<file path="src/rtl/vrs_pkg.sv">
// Shared types and elaboration helpers for the regulator enable sequencer.
// Assumes: segment lengths are positive integers known at elaboration.
package vrs_pkg;

    // Segment order of the enable pattern; the order is behaviour.
    typedef enum logic [1:0] {
        PH_HIGH_A = 2'd0,
        PH_LOW_A  = 2'd1,
        PH_HIGH_B = 2'd2,
        PH_LOW_B  = 2'd3
    } vrs_phase_e;

    // Largest of four lengths, used to size the shared timer.
    function automatic int unsigned vrs_max4(input int unsigned a, input int unsigned b,
                                             input int unsigned c, input int unsigned d);
        int unsigned m;
        m = a;
        if (b > m) m = b;
        if (c > m) m = c;
        if (d > m) m = d;
        return m;
    endfunction

    // Bits needed to hold values 0..v-1, at least one.
    function automatic int unsigned vrs_width(input int unsigned v);
        return (v > 2) ? $clog2(v) : 1;
    endfunction

endpackage

</file>
<file path="src/rtl/vrs_rise_detect.sv">
// Detects a low-to-high change of a synchronous level between clock edges.
// Assumes: level_i is already synchronous to clk. After reset the previous
// sample reads as low, so a level held high through reset yields a rise.
module vrs_rise_detect (
    input  logic clk,
    input  logic rst_n,
    input  logic level_i,
    output logic rise_o
);

    logic level_q;

    // Keep the level sampled at the previous edge.
    always_ff @(posedge clk) begin
        if (!rst_n) level_q <= 1'b0;
        else        level_q <= level_i;
    end

    // Rise when the current sample is high and the previous one was low.
    assign rise_o = level_i & ~level_q;

endmodule

</file>
<file path="src/rtl/vrs_phase_timer.sv">
// Segment state machine and shared down-counter of the enable pattern.
// The counter is loaded with length-1 on entry to a segment and the segment
// ends when it reaches zero, so boundaries cost no extra cycle.
// Assumes: every length is at least 1; start_i is only high while run_i is.
module vrs_phase_timer
    import vrs_pkg::*;
#(
    parameter int unsigned LEN_HIGH_A = 72,
    parameter int unsigned LEN_LOW_A  = 240,
    parameter int unsigned LEN_HIGH_B = 172,
    parameter int unsigned LEN_LOW_B  = 140,
    parameter int unsigned CNT_W      = 8
) (
    input  logic       clk,
    input  logic       rst_n,
    input  logic       run_i,
    input  logic       start_i,
    output logic       active_o,
    output vrs_phase_e phase_o
);

    localparam logic [CNT_W-1:0] RLD_HIGH_A = CNT_W'(LEN_HIGH_A - 1);
    localparam logic [CNT_W-1:0] RLD_LOW_A  = CNT_W'(LEN_LOW_A - 1);
    localparam logic [CNT_W-1:0] RLD_HIGH_B = CNT_W'(LEN_HIGH_B - 1);
    localparam logic [CNT_W-1:0] RLD_LOW_B  = CNT_W'(LEN_LOW_B - 1);

    logic             active_q;
    vrs_phase_e       phase_q;
    vrs_phase_e       phase_nx;
    logic [CNT_W-1:0] cnt_q;
    logic [CNT_W-1:0] reload_nx;
    logic             seg_last;

    // Segment that follows the current one, wrapping after the last.
    assign phase_nx = vrs_phase_e'(phase_q + 2'd1);
    assign seg_last = (cnt_q == '0);

    // Reload value for the segment about to be entered.
    always_comb begin
        case (phase_nx)
            PH_HIGH_A: reload_nx = RLD_HIGH_A;
            PH_LOW_A:  reload_nx = RLD_LOW_A;
            PH_HIGH_B: reload_nx = RLD_HIGH_B;
            default:   reload_nx = RLD_LOW_B;
        endcase
    end

    // Idle/start/advance control of segment and counter.
    always_ff @(posedge clk) begin
        if (!rst_n) begin
            active_q <= 1'b0;
            phase_q  <= PH_HIGH_A;
            cnt_q    <= '0;
        end else if (!run_i) begin
            active_q <= 1'b0;
            phase_q  <= PH_HIGH_A;
            cnt_q    <= '0;
        end else if (start_i) begin
            active_q <= 1'b1;
            phase_q  <= PH_HIGH_A;
            cnt_q    <= RLD_HIGH_A;
        end else if (active_q) begin
            if (seg_last) begin
                phase_q <= phase_nx;
                cnt_q   <= reload_nx;
            end else begin
                cnt_q   <= cnt_q - 1'b1;
            end
        end
    end

    assign active_o = active_q;
    assign phase_o  = phase_q;

endmodule

</file>
<file path="src/rtl/vrs_enable_drive.sv">
// Maps the running segment to the regulator enable level.
// Assumes: HIGH_MASK bit n set means segment n drives the enable high.
module vrs_enable_drive
    import vrs_pkg::*;
#(
    parameter logic [3:0] HIGH_MASK = 4'b0101
) (
    input  logic       active_i,
    input  vrs_phase_e phase_i,
    output logic       enable_o
);

    // Enable is high only while running in a segment marked high.
    assign enable_o = active_i & HIGH_MASK[phase_i];

endmodule

</file>
<file path="src/rtl/regen_sequencer.sv">
// Top of the regulator enable sequencer: rise detection, segment timer and
// enable decode. Assumes a synchronous run request and positive lengths.
module regen_sequencer
    import vrs_pkg::*;
#(
    parameter int unsigned LEN_HIGH_A = 72,
    parameter int unsigned LEN_LOW_A  = 240,
    parameter int unsigned LEN_HIGH_B = 172,
    parameter int unsigned LEN_LOW_B  = 140
) (
    input  logic       clk,
    input  logic       rst_n,
    input  logic       chain_run,
    output logic       reg_enable,
    output logic [1:0] phase_code
);

    localparam int unsigned LEN_MAX = vrs_max4(LEN_HIGH_A, LEN_LOW_A, LEN_HIGH_B, LEN_LOW_B);
    localparam int unsigned CNT_W   = vrs_width(LEN_MAX);

    // Reject zero-length segments at elaboration.
    generate
        if (LEN_HIGH_A < 1 || LEN_LOW_A < 1 || LEN_HIGH_B < 1 || LEN_LOW_B < 1) begin : g_bad_len
            $error("regen_sequencer: every segment length must be at least 1");
        end
    endgenerate

    logic       start_w;
    logic       active_w;
    vrs_phase_e phase_w;

    vrs_rise_detect u_rise (
        .clk     (clk),
        .rst_n   (rst_n),
        .level_i (chain_run),
        .rise_o  (start_w)
    );

    vrs_phase_timer #(
        .LEN_HIGH_A (LEN_HIGH_A),
        .LEN_LOW_A  (LEN_LOW_A),
        .LEN_HIGH_B (LEN_HIGH_B),
        .LEN_LOW_B  (LEN_LOW_B),
        .CNT_W      (CNT_W)
    ) u_timer (
        .clk      (clk),
        .rst_n    (rst_n),
        .run_i    (chain_run),
        .start_i  (start_w),
        .active_o (active_w),
        .phase_o  (phase_w)
    );

    vrs_enable_drive #(
        .HIGH_MASK (4'b0101)
    ) u_drive (
        .active_i (active_w),
        .phase_i  (phase_w),
        .enable_o (reg_enable)
    );

    assign phase_code = phase_w;

endmodule

</file>
<file path="config.mk">
export PLATFORM = sky130hd
export DESIGN_NAME = regen_sequencer
export DESIGN_NICKNAME = d
export VERILOG_FILES = /design/src/rtl/vrs_pkg.sv /design/src/rtl/vrs_rise_detect.sv /design/src/rtl/vrs_phase_timer.sv /design/src/rtl/vrs_enable_drive.sv /design/src/rtl/regen_sequencer.sv
export SDC_FILE = /design/constraint.sdc
export NUM_CORES = 1
export LEC_CHECK = 0
export BUFFER_PORTS_ARGS = -buffer_cell sky130_fd_sc_hd__buf_4
export CAP_MARGIN = 20
export CORE_MARGIN = 8
export CORE_UTILIZATION = 50
export CTS_CLUSTER_DIAMETER = 100
export DETAILED_ROUTE_END_ITERATION = 7
export HOLD_SLACK_MARGIN = 0.06
export PLACE_DENSITY = 0.78
export SLEW_MARGIN = 20
export SYNTH_ARGS = -nofsm -noshare
export SYNTH_HDL_FRONTEND = slang
export SYNTH_HIERARCHICAL = 1
export SYNTH_SLANG_ARGS = --single-unit
</file>
<file path="constraint.sdc">
create_clock -name clk -period 2.5 [get_ports clk]
set_clock_uncertainty 0.1 [all_clocks]
set_input_delay 0.25 -clock clk [delete_from_list [all_inputs] [get_ports clk]]
set_output_delay 0.25 -clock clk [all_outputs]
set_load 0.1 [all_outputs]
</file>
[After elaboration in Yosys (flattened, before gate mapping)]
Index checks and enable logic that the tools add are counted.
Cells by class
  add/sub/neg operators: 2
  $lt $le $gt $ge: 1
  equal/unequal tests: 2
  muxes and demuxes: 6
  bitwise logic cells: 5
  reduce and logical (&&, ||, !) cells: 6
Operator list (number)
  $pmux 8 s3: 1
  $mux 7: 2
  $logic_not 8->1: 1
  $mux 8: 1
  $sub 8x1->8 const B: 1
  $reduce_and 2->1: 2
  $lt 2x3->1 const B: 1
  $not 1->1: 3
  $reduce_or 3->1: 1
  $add 2x1->2 const B: 1
  $and 1x1->1: 2
  $bmux 1 s2: 1
  $eq 2x1->1 const B: 1
  $eq 2x2->1 const B: 1
  $logic_not 2->1: 1
  $reduce_bool 2->1: 1
  $mux 1: 1
Word-level totals
  register bits: 12
  bits of input ports: 3
  logic and storage cells: 27

[Depth between registers and ports, before layout]
Gate-level depths: netlist (run 1).
  depth after elaboration: 6
  gate-level depth with buffers: 6

[Hierarchy]
The synthesis (run 1) kept the hierarchy.
By module, submodules not included
  vrs_phase_timer: times used 1, cells each 72, area an instance 643.1 um^2, sequential area each 220.2 um^2
  vrs_rise_detect: times used 1, cells each 3, area an instance 40.0 um^2, sequential area each 20.0 um^2
  vrs_enable_drive: times used 1, cells each 1, area an instance 13.8 um^2, sequential area each 0.0 um^2

[Worst setup path after synthesis (run 1)]
Ideal clock, no wire load.
  path type: register to register
  start point: reg u_timer.phase_q[0], in the netlist u_timer/phase_o[0]
  end point: reg u_timer.cnt_q[5]
  setup time: 0.070 ns
  arrival time: 1.991 ns
  path slack: 0.339 ns
  stages on the path, launching flop included: 6
  cell sequence: dfxtp_1 ha_1 xor2_1 nor3_1 o21ai_1 a21oi_1
Between the ends
  longest elaborated chain between the ends: 4
RTL lines
  from (decl): RTL line vrs_phase_timer.sv:28  | vrs_phase_e phase_q;
  from (signal assigned): RTL line vrs_phase_timer.sv:64  | phase_q <= phase_nx;
  $add 2x1->2 (*): RTL line vrs_phase_timer.sv:35  | assign phase_nx = vrs_phase_e'(phase_q + 2'd1);
  net u_timer.phase_nx[1]: RTL line vrs_phase_timer.sv:29  | vrs_phase_e phase_nx;
  $eq 2x2->1 (tied with other cells): RTL line vrs_phase_timer.sv:40  | case (phase_nx)
  $pmux 8 s3 (*): RTL line vrs_phase_timer.sv:40
  $mux 8 (*): RTL line vrs_phase_timer.sv:63  | if (seg_last) begin
  to (signal assigned): RTL line vrs_phase_timer.sv:65  | cnt_q <= reload_nx;
  to (signal assigned): RTL line vrs_phase_timer.sv:67  | cnt_q <= cnt_q - 1'b1;
  to (decl): RTL line vrs_phase_timer.sv:30  | logic [CNT_W-1:0] cnt_q;
Mark *: on every way through the listed nets, which the timed path passes. The rest lies on a longest branch.
A chain may end at the register's enable or synchronous reset.

[Worst setup path in the final report (run 1)]
  start point: reg u_timer.cnt_q[0]
  end point: reg u_timer.cnt_q[2]
Between the ends
  longest elaborated chain between the ends: 4
RTL lines
  $sub 8x1->8 / $logic_not 8->1 (equally long branches): RTL line vrs_phase_timer.sv:67, vrs_phase_timer.sv:36
  $mux 8 (*): RTL line vrs_phase_timer.sv:63
  $mux 7 (*): RTL line vrs_phase_timer.sv:62  | end else if (active_q) begin
  $mux 7 (*): RTL line vrs_phase_timer.sv:58  | end else if (start_i) begin
Mark *: on every way between the ends. The rest lies on a longest branch, timed or not. The select of a mux whose other input is x is not followed.

==> flow_metrics.py, run 1 <==
metrics = {
    "global_routing": {
        "antenna_found_initial": 0,
        "grt_pass1_vias": 580,
        "grt_pass1_wl_mm": 2.46,
        "overflow": 0,
        "grt_max_degree": 11,
        "grt_usage_pct": 11.7,
    },
    "yosys": {
        "synth.distinct_cells": 36,
        "synth.largest_area_cell": "dfxtp_1",
        "synth_warnings": 6,
        "synth_edf_count": 0,
        "synthCells": 76,
        "ys_async_sr_fraction_pct": 0,
        "yosys.area.top_type_share_pct": 34.5,
        "yosysSeqAreaShare_pct": 34.5,
        "synth_nets": 82,
        "synth.most_common_cell": "dfxtp_1",
        "synth_commonest_cells": "dfxtp_1, nor2_1, nor3_1",
        "yosys-top-cells-area": "dfxtp_1, nor2_1, ha_1",
        "syn_area_per_cell_um2": 9.17,
        "ys_ff_latch": 12,
        "synth_ff_type": "dfxtp_1",
        "syn_area_um2": 697,
    },
    "floorplanning": {
        "core_area_um2": 1300,
        "die_h_um": 53.3,
        "start_util_pct": 53.6,
        "dieWidth_um": 53.3,
        "rows": 13,
        "die_area_um2": 2840,
        "pin_count": 6,
    },
    "route": {
        "dr.pass1.iters": 4,
        "final_antenna_net_count": 0,
        "dr.first_iter.drc_count": 25,
        "post_drt_wl_per_cell_um": 14.6,
        "vias_per_cell": 6.00,
        "routed_wl_mm": 1.44,
        "drc_errors": 0,
        "vias": 588,
    },
    "sta": {
        "relSlewSlack_pct": 75.5,
        "min_period_ps": 1750,
        "worst_slew_pin_slew_ps": 362,
        "finalCritPeriodShare_pct": 70.2,
        "grt_setup_unrepaired": "no",
        "fmax_mhz": 570,
        "final_max_slew_viol_count": 0,
        "setup-tns-final_ps": 0,
        "setup_viol": 0,
        "finalHoldViolations": 0,
    },
    "cells_and_area": {
        "ff_latch_area_um2": 240,
        "finalNetCount": 90,
        "drive_gt1_share_pct": 22.9,
        "fillCellCount": 119,
        "antennaDiodeCount": 0,
        "multi_input_comb_area_um2": 430,
        "synthToLayoutAreaGrowth_pct": 11.7,
    },
    "setup_path": {
        "crit_arrival_ps": 1850,
        "worstPathCellList": "inv_1 -> ha_1 -> nor3b_2 -> nand2_2 -> mux2_4 -> a211oi_2",
        "crit_path_max_incr_delay_ps": 370,
        "cpMaxStageDelayCell": "dfxtp_1",
        "cp.required_ps": 2600,
        "path_class": "register to register",
        "cp_max_fo": 7,
        "worstSetupEndpointType": "register",
        "startpoint_type": "register",
    },
    "placed_design": {
        "post-dp-hpwl_mm": 1.08,
        "io_buffers": 5,
        "gp_congestion": 0.939,
    },
    "cts": {
        "ctsHoldBuffers": 0,
        "h-tree-depth": 1,
        "path_clk_slew_ps": 70,
        "cts_setup_buffers": 0,
        "clk_latency_ps": 270,
        "post_cts_resized": 0,
        "clockBufferDepth": 2,
        "cts_root_buffer": "clkbuf_4",
        "cts.sinks": 12,
        "tritoncts.num_buffers": 3,
        "cts_tree": "yes",
    },
    "power_and_ir_drop": {
        "power_density_nw_per_um2": 562,
        "p_leak_nw": 0.331,
        "p_total_mw": 0.438,
        "ir_worst_vdd_uv": 529,
    },
    "flow_run": {
        "max_cap_viol_count": 0,
    },
    "hold_path": {
        "hp-class": "input pin to register",
    },
    "outcome": {
        "status": "finished, final reports clean",
    },
}
[area by class of cell]
class                           count  share of cell area, %
Inverter                            4                   1.93
Multi-Input combinational cell     58                   55.3
Sequential cell                    12                   30.9
Tap cell                           15                   2.41
Clock buffer                        4                   4.66
Timing Repair Buffer                5                   4.82
[metrics by stage]
| step | hold WS, ps | area (um^2) | utilization, % | cells | setup slack (ps) |
|---|---|---|---|---|---|
| floorplan | 272 | 697 | - | 76 | 339 |
| global placement | 383 | 742 | 57.0 | 94 | 841 |
| detailed placement | 379 | 742 | 57.0 | 94 | 775 |
| CTS | 101 | 778 | 59.8 | 98 | 751 |
| global route | 97.6 | 778 | 59.8 | 98 | 612 |
| finish | 102 | 778 | 59.8 | 98 | 746 |
[flip-flops by register name, summed over array words and instances, names as in the netlist]
signal and cells:
u_timer/cnt_q 8, u_timer/phase_o 2, u_rise/level_q 1, u_timer/active_o 1
[routing by layer]
layer	wire, um	global-route usage (%)	share of wire, %
met3	110	3.36	7.7
met1	624	13.4	43
met2	689	18.8	48
met5	0	0	0
met4	12	7.14	0.84
[cell families (layout without fill, tap and decap cells)]
kind of cell	after synthesis	in the layout	synth area share [%]
simple gates	35	35	33.2
flops	12	12	34.5
buf+inv	6	13	3.77
mux	3	3	5.03
xor+xnor	3	3	3.77
compound gates	14	14	14.4
fa+ha+maj	3	3	5.39
[placed cells by master, fill, tap and decap left out, types with 2 or more instances in the layout]
| master | count |
|---|---|
| a21oi_1 | 4 |
| a311oi_1 | 2 |
| buf_4 | 5 |
| clkbuf_4 | 3 |
| dfxtp_1 | 12 |
| ha_1 | 3 |
| inv_1 | 4 |
| mux2i_1 | 2 |
| nand2_1 | 2 |
| nand2b_1 | 2 |
| nor2_1 | 11 |
| nor2b_4 | 2 |
| nor3_1 | 5 |
| o21ai_1 | 2 |
| xor2_1 | 2 |
[final timing paths]
kind                          from          endpoint  slack, ps  depth (start not counted)
setup / recovery  u_timer/cnt_q[0]  u_timer/cnt_q[2]        750                          6
hold / removal               rst_n    u_rise/level_q        100                          2
setup reg to reg  u_timer/cnt_q[0]  u_timer/cnt_q[2]        750                          6
hold reg to reg   u_timer/cnt_q[7]  u_timer/cnt_q[7]        440                          1
[report_power, final]
group	internal (mW)	switching, mW
combinational	0.0339	0.0441
clock	0.0885	0.0632
sequential	0.197	0.0105
total	0.320	0.118
[critical path, delay by kind of cell, from the launching register on]
family          cells  cell delay, ps
simple gates        2             380
flops               1             370
mux                 1             320
fa+ha+maj           1             210
compound gates      1             200
buf+inv             1             110
No activity file was read; power rests on OpenSTA's default activity.
==> run 2, diff against run 1 <==
clock period = 1.7 ns   (was 2.5 ns; I/O delays follow)
==> flow_metrics.py, run 2 (same netlist as run 1, synthesis figures left out) <==
metrics = {
    "sta": {
        "min_period_ps": 1610,
        "holdWs_ps": 169,
        "setup_viol": 0,
        "finalCritPeriodShare_pct": 94.8,
        "relSlewSlack_pct": 78.7,
        "fmax_mhz": 620,
        "worst_slew_pin_slew_ps": 319,
        "fin_ws_ps": 88.3,
        "setup-tns-final_ps": 0,
        "finalHoldViolations": 0,
        "final_max_slew_viol_count": 0,
        "grt_setup_unrepaired": "no",
    },
    "cells_and_area": {
        "drive_gt1_share_pct": 28.4,
        "largest_register_ffs": 8,
        "antennaDiodeCount": 0,
        "finalNetCount": 95,
        "regMostFlops": "u_timer/cnt_q",
        "multi_input_comb_area_um2": 449,
        "fillCellCount": 103,
        "utilization_pct": 64.9,
        "final_cell_mix": "nor2_1, dfxtp_1, buf_4",
        "final_common_cell": "nor2_1",
        "final_cells": 103,
        "synthToLayoutAreaGrowth_pct": 21.2,
        "ff_latch_area_um2": 245,
    },
    "setup_path": {
        "startpoint_type": "register",
        "r2r-start": "u_timer/cnt_q[0]",
        "cp.required_ps": 1810,
        "cp_max_fo": 4,
        "reg2reg_depth": 6,
        "rrSetupSlack_ps": 90,
        "r2r_end": "u_timer/cnt_q[2]",
        "crit_arrival_ps": 1720,
        "worstSetupEndpointType": "register",
        "path_class": "register to register",
    },
    "route": {
        "post_drt_wl_per_cell_um": 14.2,
        "dr.pass1.iters": 4,
        "vias_per_cell": 5.76,
        "vias": 593,
        "dr.first_iter.drc_count": 23,
        "routed_wl_mm": 1.46,
        "final_antenna_net_count": 0,
        "drc_errors": 0,
    },
    "power_and_ir_drop": {
        "ir_worst_vdd_uv": 587,
        "power_density_nw_per_um2": 788,
        "p_leak_nw": 0.362,
    },
    "placed_design": {
        "placedCellCount": 97,
        "gp_congestion": 0.879,
        "post-dp-hpwl_mm": 1.04,
        "dp_slack_ps": 58.0,
        "io_buffers": 5,
    },
    "floorplanning": {
        "die_h_um": 53.3,
        "start_util_pct": 53.6,
        "rows": 13,
        "die_area_um2": 2840,
        "dieWidth_um": 53.3,
        "pin_count": 6,
        "core_area_um2": 1300,
    },
    "hold_path": {
        "hp-class": "input pin to register",
        "min_path_cells": 3,
        "hold_end": "u_timer/cnt_q[1]",
        "hp-start": "chain_run",
    },
    "cts": {
        "h-tree-depth": 1,
        "cts_setup_buffers": 0,
        "cts.sinks": 12,
        "cts_root_buffer": "clkbuf_4",
        "path_clk_slew_ps": 80,
        "clockBufferDepth": 2,
        "tritoncts.num_buffers": 3,
        "clk_latency_ps": 280,
        "cts_tree": "yes",
    },
    "flow_run": {
        "max_cap_viol_count": 0,
    },
    "global_routing": {
        "antenna_found_initial": 0,
        "grt_usage_pct": 11.7,
        "grt_max_degree": 9,
        "grt_pass1_vias": 550,
        "overflow": 0,
        "grt_pass1_wl_mm": 2.48,
    },
    "outcome": {
        "status": "finished, final reports clean",
    },
}
-- run 2: worst max-delay path by stage --
| stage | start | end | depth (start not counted) |
|---|---|---|---|
| floorplan | u_timer/phase_o[1] | u_timer/cnt_q[5] | 5 |
| global placement | u_timer/cnt_q[0] | u_timer/cnt_q[2] | 6 |
| detailed placement | u_timer/cnt_q[0] | u_timer/cnt_q[2] | 6 |
| CTS | u_timer/cnt_q[0] | u_timer/cnt_q[2] | 6 |
| global route | u_timer/cnt_q[0] | u_timer/cnt_q[2] | 6 |
| finish | u_timer/cnt_q[0] | u_timer/cnt_q[2] | 6 |
-- run 2: timing repair --
item	in CTS	in global routing
endpoints found under the setup margin	0	3
resized for setup	0	3
hold buffers	2	0
hold endpoints to repair	1	0
-- run 2: metal layers --
metal / GRT usage, % / up-vias / share of wire (%)
li1: - / 298 / -
met1: 15.7 / 267 / 48
met2: 16.2 / 26 / 46
met3: 2.52 / 2 / 4.5
met4: 7.56 / 0 / 0.89
met5: 0 / - / 0
-- run 2: critical path: stages (launching register included) --
cell,delay (ps)
dfxtp_1,320
inv_1,110
ha_4,160
nor3b_4,220
nand2_2,110
mux2_4,320
a211oi_2,200
-- run 2: final cells by class --
class	count	area share [%]
well taps	15	2.22
repair buffers	10	9.48
inverters	4	1.78
clock buffers	4	4.30
flip-flops and latches	12	29.0
multi-input cells	58	53.2
-- run 2: through the flow --
stage	power, mW	area [um^2]
floorplan	0.401	702
global placement	0.426	769
detailed placement	0.427	769
CTS	0.660	826
global route	0.695	845
finish	0.666	845
-- run 2: report_power, final --
part	internal [mW]	switching [mW]	total, mW
clock	0.130	0.102	0.233
sequential	0.289	0.0114	0.300
combinational	0.0618	0.0715	0.133
